File: src/rtl/arr_pkg.sv
// Package: shared constants and the bin classification type for the
// subcarrier point arranger. Assumes a 64-bin frame with 48 payload points.
package arr_pkg;
    localparam int N_BINS = 64;
    localparam int N_DATA = 48;
    localparam int BIN_W  = $clog2(N_BINS);
    localparam int IDX_W  = $clog2(N_DATA);

    typedef enum logic [1:0] {
        BK_ZERO      = 2'd0,
        BK_DATA      = 2'd1,
        BK_PILOT_POS = 2'd2,
        BK_PILOT_NEG = 2'd3
    } bin_kind_t;
endpackage

File: src/rtl/arr_bin_map.sv
// Module: arr_bin_map
// Purely combinational. It classifies a frame bin as zero, payload or pilot.
// For a payload bin it also gives the index of the payload point that belongs
// there. Assumes the fixed 64-bin layout with negative subcarriers in the
// upper half.
module arr_bin_map
    import arr_pkg::*;
(
    input  logic [BIN_W-1:0] bin,
    output bin_kind_t        kind,
    output logic [IDX_W-1:0] idx
);
    // Decode the bin into its kind and payload index.
    always_comb begin
        kind = BK_ZERO;
        idx  = '0;
        if (bin >= 6'd1 && bin <= 6'd6) begin
            kind = BK_DATA; idx = bin + 6'd23;
        end else if (bin >= 6'd8 && bin <= 6'd20) begin
            kind = BK_DATA; idx = bin + 6'd22;
        end else if (bin >= 6'd22 && bin <= 6'd26) begin
            kind = BK_DATA; idx = bin + 6'd21;
        end else if (bin >= 6'd38 && bin <= 6'd42) begin
            kind = BK_DATA; idx = bin - 6'd38;
        end else if (bin >= 6'd44 && bin <= 6'd56) begin
            kind = BK_DATA; idx = bin - 6'd39;
        end else if (bin >= 6'd58) begin
            kind = BK_DATA; idx = bin - 6'd40;
        end else if (bin == 6'd7 || bin == 6'd43 || bin == 6'd57) begin
            kind = BK_PILOT_POS;
        end else if (bin == 6'd21) begin
            kind = BK_PILOT_NEG;
        end
    end
endmodule

File: src/rtl/arr_sym_buf.sv
// Module: arr_sym_buf
// Holds the payload points of one symbol. It has one write port and one
// combinational read port. The storage has no reset, because every entry is
// written before it is read.
module arr_sym_buf
    import arr_pkg::*;
#(
    parameter int IQ_W = 12
) (
    input  logic            clk,
    input  logic            wr_en,
    input  logic [IDX_W-1:0] wr_idx,
    input  logic [IQ_W-1:0] wr_i,
    input  logic [IQ_W-1:0] wr_q,
    input  logic [IDX_W-1:0] rd_idx,
    output logic [IQ_W-1:0] rd_i,
    output logic [IQ_W-1:0] rd_q
);
    logic [IQ_W-1:0] mem_i [N_DATA];
    logic [IQ_W-1:0] mem_q [N_DATA];

    // Store an accepted point at its arrival index.
    always_ff @(posedge clk) begin
        if (wr_en) begin
            mem_i[wr_idx] <= wr_i;
            mem_q[wr_idx] <= wr_q;
        end
    end

    // Read the point selected by the current bin.
    always_comb begin
        rd_i = mem_i[rd_idx];
        rd_q = mem_q[rd_idx];
    end
endmodule

File: src/rtl/arr_seq.sv
// Module: arr_seq
// Two-phase sequencer. In the fill phase it counts accepted points. In the
// emit phase it steps the bin counter through 64 cycles. The pilot polarity
// is latched with the last point of a symbol. Assumes no output backpressure.
module arr_seq
    import arr_pkg::*;
(
    input  logic             clk,
    input  logic             rst_n,
    input  logic             in_valid,
    input  logic             pilot_neg,
    output logic             in_ready,
    output logic             wr_en,
    output logic [IDX_W-1:0] wr_idx,
    output logic             emitting,
    output logic [BIN_W-1:0] bin_cnt,
    output logic             pol_q
);
    localparam logic [IDX_W-1:0] LAST_IDX = IDX_W'(N_DATA - 1);
    localparam logic [BIN_W-1:0] LAST_BIN = BIN_W'(N_BINS - 1);

    // Handshake: accept points only during the fill phase.
    always_comb begin
        in_ready = !emitting;
        wr_en    = in_valid && !emitting;
    end

    // Move between the phases and advance the fill and bin counters.
    always_ff @(posedge clk) begin
        if (!rst_n) begin
            emitting <= 1'b0;
            wr_idx   <= '0;
            bin_cnt  <= '0;
            pol_q    <= 1'b0;
        end else if (!emitting) begin
            if (in_valid) begin
                if (wr_idx == LAST_IDX) begin
                    wr_idx   <= '0;
                    emitting <= 1'b1;
                    bin_cnt  <= '0;
                    pol_q    <= pilot_neg;
                end else begin
                    wr_idx <= wr_idx + 1'b1;
                end
            end
        end else begin
            if (bin_cnt == LAST_BIN) begin
                emitting <= 1'b0;
            end
            bin_cnt <= bin_cnt + 1'b1;
        end
    end
endmodule

File: src/rtl/ofdm_bin_arranger.sv
// Module: ofdm_bin_arranger (top)
// Buffers 48 constellation points, then writes out a 64-bin frame in natural
// bin order. The frame carries the buffered points, four pilots and zero bins.
// Assumes PILOT_AMP is representable in IQ_W signed bits.
module ofdm_bin_arranger
    import arr_pkg::*;
#(
    parameter int IQ_W      = 12,
    parameter int PILOT_AMP = 1024
) (
    input  logic                clk,
    input  logic                rst_n,
    input  logic                in_valid,
    output logic                in_ready,
    input  logic [IQ_W-1:0]     in_i,
    input  logic [IQ_W-1:0]     in_q,
    input  logic                pilot_neg,
    output logic                out_valid,
    output logic                out_sos,
    output logic [BIN_W-1:0]    out_bin,
    output logic [IQ_W-1:0]     out_i,
    output logic [IQ_W-1:0]     out_q
);
    localparam logic [IQ_W-1:0] AMP_POS = IQ_W'(PILOT_AMP);
    localparam logic [IQ_W-1:0] AMP_NEG = IQ_W'(-PILOT_AMP);

    logic             wr_en;
    logic [IDX_W-1:0] wr_idx;
    logic             emitting;
    logic [BIN_W-1:0] bin_cnt;
    logic             pol_q;
    bin_kind_t        kind;
    logic [IDX_W-1:0] rd_idx;
    logic [IQ_W-1:0]  rd_i;
    logic [IQ_W-1:0]  rd_q;
    logic             pilot_flip;

    arr_seq u_seq (
        .clk      (clk),
        .rst_n    (rst_n),
        .in_valid (in_valid),
        .pilot_neg(pilot_neg),
        .in_ready (in_ready),
        .wr_en    (wr_en),
        .wr_idx   (wr_idx),
        .emitting (emitting),
        .bin_cnt  (bin_cnt),
        .pol_q    (pol_q)
    );

    arr_sym_buf #(.IQ_W(IQ_W)) u_buf (
        .clk   (clk),
        .wr_en (wr_en),
        .wr_idx(wr_idx),
        .wr_i  (in_i),
        .wr_q  (in_q),
        .rd_idx(rd_idx),
        .rd_i  (rd_i),
        .rd_q  (rd_q)
    );

    arr_bin_map u_map (
        .bin (bin_cnt),
        .kind(kind),
        .idx (rd_idx)
    );

    // Select the payload point, the signed pilot or zero for the current bin.
    always_comb begin
        out_valid  = emitting;
        out_sos    = emitting && (bin_cnt == '0);
        out_bin    = bin_cnt;
        pilot_flip = (kind == BK_PILOT_NEG) ^ pol_q;
        out_i      = '0;
        out_q      = '0;
        if (emitting) begin
            unique case (kind)
                BK_DATA: begin
                    out_i = rd_i;
                    out_q = rd_q;
                end
                BK_PILOT_POS, BK_PILOT_NEG: out_i = pilot_flip ? AMP_NEG : AMP_POS;
                default: ;
            endcase
        end
    end
endmodule

File: config.mk
export PLATFORM = sky130hd
export DESIGN_NAME = ofdm_bin_arranger
export DESIGN_NICKNAME = d
export VERILOG_FILES = /design/src/rtl/arr_pkg.sv /design/src/rtl/arr_bin_map.sv /design/src/rtl/arr_sym_buf.sv /design/src/rtl/arr_seq.sv /design/src/rtl/ofdm_bin_arranger.sv
export SDC_FILE = /design/constraint.sdc
export NUM_CORES = 1
export LEC_CHECK = 0
export BUFFER_PORTS_ARGS = -buffer_cell sky130_fd_sc_hd__buf_4
export CAP_MARGIN = 20
export CORE_MARGIN = 2
export CORE_UTILIZATION = 25
export CTS_BUF_LIST = sky130_fd_sc_hd__clkbuf_8
export CTS_CLUSTER_DIAMETER = 200
export DETAILED_ROUTE_END_ITERATION = 10
export HOLD_SLACK_MARGIN = 0.12
export PLACE_DENSITY = 0.47
export SYNTH_ARGS = -nofsm -noshare
export SYNTH_HDL_FRONTEND = slang
export SYNTH_SLANG_ARGS = --single-unit
File: constraint.sdc
create_clock -name clk -period 9.4 [get_ports clk]
set_input_delay 0.47 -clock clk [delete_from_list [all_inputs] [get_ports clk]]
set_output_delay 0.47 -clock clk [all_outputs]
set_load 0.01 [all_outputs]
# Word level (Yosys, flattened, before mapping)

Memories as Yosys holds them, arrays and structs flattened.
Cells that the tools add are included.

Bits in registers: 14
Bits in latches: 0
Memory bits (writable): 1152
Memory bits (read-only): 0
Input bits: 28
Output and inout port bits: 33
Word-level logic and storage cells: 82
Memories: 2

Add/sub/neg operators: 8
Multiply operators: 0
Div/mod/pow operators: 0
Magnitude comparators: 11
Eq/ne operators: 9
Shift operators: 0
Muxes and demuxes: 29
Bitwise gates (word level): 2
Reduce and logical (&&, ||, !) cells: 17

Memory list:

| name        | words | width | read ports | clocked after Yosys merged registers in | wr ports | line              | text |
|---|---|---|---|---|---|---|---|
| u_buf.mem_i | 48    | 12    | 1          | 0                                       | 1        | arr_sym_buf.sv:19 | `logic [IQ_W-1:0] mem_i [N_DATA];` |
| u_buf.mem_q | 48    | 12    | 1          | 0                                       | 1        | arr_sym_buf.sv:20 | `logic [IQ_W-1:0] mem_q [N_DATA];` |

Operators with widths:

| kind                  | number |
|---|---|
| $mux W6               | 10 |
| $mux W12              | 4 |
| $eq A6 B6 Y1 const B  | 4 |
| $pmux W12 S2          | 1 |
| $add A6 B5 Y6 const B | 3 |
| $ge A6 B6 Y1 const B  | 3 |
| $sub A6 B6 Y6 const B | 3 |
| $mux W2               | 8 |
| $add A6 B1 Y6 const B | 2 |
| $le A6 B5 Y1 const B  | 2 |
| $le A6 B6 Y1 const B  | 2 |
| $logic_and A1 B1 Y1   | 7 |
| $eq A6 B3 Y1 const B  | 1 |
| $eq A6 B5 Y1 const B  | 1 |
| $ge A6 B1 Y1 const B  | 1 |
| $ge A6 B4 Y1 const B  | 1 |
| $ge A6 B5 Y1 const B  | 1 |
| $le A6 B3 Y1 const B  | 1 |
| $logic_not A6 Y1      | 1 |
| $mux W1               | 6 |
| $eq A2 B2 Y1 const B  | 2 |
| $reduce_and A2 Y1     | 2 |
| $reduce_bool A2 Y1    | 2 |
| $reduce_and A3 Y1     | 1 |
| 6 further kinds       | 7 |

# Depth between registers and ports, before layout

Word-level depth: 15
Mapped depth: 17
Mapped depth without buffers: 12

# Hierarchy

Synthesis repeated with hierarchy kept, for this count alone.

Cells, all modules: 2417
Area, all modules: 46450.8 um2

By module, submodules not included:

| module            | times used | cells each | area each (um2) | seq. area each (um2) |
|---|---|---|---|---|
| arr_sym_buf       | 1          | 2176       | 44639.1         | 34593.2 |
| arr_bin_map       | 1          | 135        | 919.6           | 0.0 |
| arr_seq           | 1          | 72         | 673.1           | 280.3 |
| ofdm_bin_arranger | 1          | 34         | 219.0           | 0.0 |

# Worst setup path before layout

OpenSTA, ideal clock, no wires.

Kind: register to output
Start point: register u_seq.bin_cnt[2]
End point: output port out_i[10]
Arrival: 3451 ps
Required time: 8930 ps
Path slack: 5479 ps
Stages on the path, launching flop included: 16
Buffers on the path: 4
Cell sequence: dfxtp_1 -> buf_4 -> clkbuf_1 -> inv_1 -> ha_1 -> nand3b_1 -> o21ai_1 -> a32o_1 -> a221o_1 -> a211o_1 -> buf_2 -> buf_2 -> o2111ai_1 -> a21oi_1 -> o2111a_1 -> a22oi_1

Word-level cells in the longest chain between the ends: 14
Elaborated cells on any way between the ends: 49
Those cells by class: 6 x add/sub; 11 x order compare; 7 x eq/ne; 16 x mux; 8 x reduce/logical; 1 x memory

Ends and longest elaborated chain:

| what                                                                     | line                    | text |
|---|---|---|
| start, declared                                                          | arr_seq.sv:16           | `output logic [BIN_W-1:0] bin_cnt,` |
| start signal, assigned                                                   | arr_seq.sv:50           | `bin_cnt <= bin_cnt + 1'b1;` |
| parallel branches: the longest is 12 deep, another holds $mem_v2 Z48 W12 | n/a                     |  |
| $pmux W12 S2 (*)                                                         | ofdm_bin_arranger.sv:77 | `unique case (kind)` |
| $mux W12 (*)                                                             | ofdm_bin_arranger.sv:76 | `if (emitting) begin` |
| end, declared                                                            | ofdm_bin_arranger.sv:21 | `output logic [IQ_W-1:0] out_i,` |

Every way passes the cells marked *.

# Final worst setup path

Start point: register u_seq.bin_cnt[4]
End point: output port out_i[9]

Same word-level chain as after synthesis.

==> results_dict.tcl <==
set metrics [dict create \
    status "completed" \
    drtPass1Iterations 7 \
    netSwitchingFraction_pct 22.2 \
    track_usage_pct 15.5 \
    cts_tree "yes" \
    cts.sinks 1166 \
    syn_area_mm2 0.0475 \
    cts_buffer_depth 3 \
    combPwrFrac_pct 1.7 \
    num_io_pins 61 \
    insertion_delay_ps 920 \
    layout-drive-gt1-share_pct 10.2 \
    critPathMaxFanout 144 \
    grt_max_degree 154 \
    setup_slack_ps 2160 \
    drt_iter0_drc 2810 \
    power_frac_seq_pct 58.3 \
    dieWidth_um 440 \
    worstMarginPinSlew_ps 1120 \
    ys_types 74 \
    crit_arrival_ps 6770 \
    ant_nets 0 \
    multi_input_area_mm2 0.0119 \
    hold_viol_final 0 \
    path_class "flop to output pin" \
    num-fill-cells 19300 \
    drcViolationCount 0 \
    ff_latch_area_mm2 0.0349 \
    initial_core_util_pct 25.1 \
    final_cell_count_no_fill 6567 \
    wl_mm 152 \
    hold-worst-slack_ps 413 \
    setup-violations-final 0 \
    slew_viol_final 0 \
    synth_nets 3864 \
    grt_pass1_vias 30100 \
    yosysSeqAreaShare_pct 73.4 \
    die_h_um 440 \
    synth.ff_latch_count 1166 \
    pwr-share-clk_pct 39.9 \
    cts_buffers 183 \
    core_mm2 0.190 \
    irDropWorstVdd_uv 155 \
    setup.worst_path.start_class "flop" \
    antenna_found_initial 20 \
    cts_resized 0 \
    power_switching_w 0.00219 \
    row_count 160 \
    place.gp.congestion 0.819 \
    ys_warn_count 0 \
    viasPerCell 4.68 \
    async_reset_ff_share_pct 0 \
    dp.cells 6217 \
    vias 30800 \
    grt_pass1_wl_mm 220 \
    min-delay-path-class "input pin to flop" \
    drv_cap 0 \
    dp_slack_ps 3340 \
    post_drt_wl_per_cell_um 23.2 \
    cts_hold_buf 30 \
    avgSynthCellArea_um2 12.4 \
    final_nets 3964 \
    synthCells 3821 \
    synth_ff_type "edfxtp_1" \
    design_power_total_w 0.00985 \
    internal-power_w 0.00766 \
    period_share_pct 77.1 \
    powerDensity_mw_per_mm2 181 \
    synth-edff-count 1152 \
    crit_path_end_kind "output pin" \
    io_buffers 60 \
    post_cts_buffers 0 \
    clock.fmax_mhz 138 \
    die_area_mm2 0.194 \
    fin_skew_ps 45.8 \
    htree_levels 4 \
    cp.required_ps 8930 \
    dpl.hpwl_mm 85.9 \
    clk_pin_slew_ps 60 \
    syn_to_final_growth_pct 14.8 \
    period_minus_slack_ps 7240 \
    slew_headroom_pct 24.9 \
    setup-tns-final_ps 0 \
    rsz0062_at_grt "no" \
    root_buffer "clkbuf_8" \
    p_leak_nw 18.4 \
    gr-total-overflow 0 \
]
==> cells by family (layout without fill, tap and decap cells) <==
logic type | Yosys count | in the layout | share of synthesized area (%)
AO/OA/AOI/OAI | 391 | 391 | 4.87
flip-flops | 1166 | 1166 | 73.4
XOR/XNOR | 10 | 10 | 0.184
multiplexers | 18 | 18 | 0.390
other | 0 | 6 | 0
AND/OR/NAND/NOR | 1969 | 1969 | 18.4
adder cells (fa/ha/maj) | 15 | 15 | 0.395
buffers and inverters | 252 | 481 | 2.33
==> cell usage in the layout, fill, tap and decap left out, types with 10 or more instances in the layout <==
| master | Yosys | layout |
|---|---|---|
| and4b_1 | 22 | 22 |
| nand3_1 | 437 | 437 |
| clkinv_2 | 0 | 11 |
| nor4_1 | 22 | 22 |
| a21boi_0 | 17 | 17 |
| a21oi_1 | 197 | 197 |
| nor2b_1 | 13 | 13 |
| edfxtp_1 | 1152 | 1152 |
| dfxtp_1 | 14 | 14 |
| o21ai_0 | 82 | 82 |
| ha_1 | 15 | 15 |
| nor3_1 | 27 | 23 |
| nand2_1 | 1140 | 1138 |
| inv_1 | 8 | 69 |
| mux2i_1 | 17 | 17 |
| nor2_4 | 0 | 36 |
| dlygate4sd3_1 | 0 | 30 |
| and3_1 | 133 | 133 |
| nor2_2 | 0 | 11 |
| buf_4 | 2 | 121 |
| clkinv_1 | 0 | 39 |
| nand4_1 | 31 | 31 |
| clkbuf_8 | 0 | 185 |
| a21boi_1 | 10 | 10 |
| nor2_1 | 103 | 56 |
==> synth_stat cells, types with 10 or more instances <==
cell type  number  area (µm²)
a21oi_1       197         986
nor2_1        103         387
nand4_1        31         194
a21boi_1       10        75.1
and4b_1        22         220
o21ai_0        82         410
dfxtp_1        14         280
and3_1        133         832
nand3_1       437        2190
nor3_1         27         135
clkbuf_1      105         394
ha_1           15         188
a21boi_0       17         128
mux2i_1        17         170
nand2_1      1140        4280
nor4_1         22         138
buf_1          28         105
buf_2         106         531
edfxtp_1     1152       34600
nor2b_1        13        81.3
==> layout make-up <==
class / count / share of cell area, %
antenna: 6 / 0.0275
sequential: 1166 / 63.9
clock buffer: 185 / 4.67
multi-input combinational: 2403 / 21.8
timing repair buffer: 159 / 2.51
clock inverter: 129 / 1.23
inverter: 8 / 0.0551
tap: 2511 / 5.76
==> worst max-delay path: stages, from the launching register on <==
cell and delay (ps):
dfxtp_1 990, inv_1 370, ha_1 330, nand3b_1 190, nor2b_1 220, o21ai_1 140
o221a_4 360, and2_4 290, buf_12 260, buf_4 460, nand2_1 130, buf_4 420
o22ai_1 200, nor4_1 630, and4_1 400, buf_4 150
==> flip-flops by register name, summed over array words and instances, names as in the netlist <==
register	flops
u_seq.bin_cnt	6
u_buf.mem_i	576
u_seq.wr_idx	6
u_seq.emitting	1
u_seq.pol_q	1
u_buf.mem_q	576
==> worst paths after layout <==
check | depth (start not counted) | from | slack [ps] | end
worst min-delay path | 3 | rst_n | 410 | u_seq.bin_cnt[0]$_SDFFE_PN0P_
worst max-delay path | 15 | u_seq.bin_cnt[4]$_SDFFE_PN0P_ | 2160 | out_i[9]
worst min register to register | 2 | u_seq.wr_idx[4]$_SDFFE_PN0P_ | 680 | u_seq.wr_idx[4]$_SDFFE_PN0P_
worst max register to register | 6 | u_seq.wr_idx[3]$_SDFFE_PN0P_ | 6330 | u_seq.pol_q$_SDFFE_PN0P_
==> power groups by stage <==
stage | registers (W) | clock network (W) | logic [W]
after global routing | 0.00574 | 0.00425 | 0.000184
after detailed placement | 0.00585 | 0 | 0.000158
after floorplan | 0.00585 | 0 | 0.0000333
final | 0.00574 | 0.00393 | 0.000170
after global placement | 0.00585 | 0 | 0.000156
after CTS | 0.00574 | 0.00406 | 0.000174
==> routing by layer <==
| layer | track usage (%) | vias to the layer above | share of wire [%] |
|---|---|---|---|
| met5 | 0 | - | 0.018 |
| met4 | 4.42 | 4 | 2.0 |
| met3 | 2.16 | 182 | 4.5 |
| met2 | 26.7 | 897 | 50 |
| met1 | 20.3 | 15600 | 44 |
| li1 | - | 14000 | - |
==> stage by stage <==
stage / cell area (µm²) / util (%)
6_report: 54500 / 28.8
5_1_grt: 54500 / 28.8
4_1_cts: 54500 / 28.8
3_5_place_dp: 51000 / 26.9
3_3_place_gp: 51000 / 26.9
2_1_floorplan: 47500 / -
(Power assumes the default switching activity.)
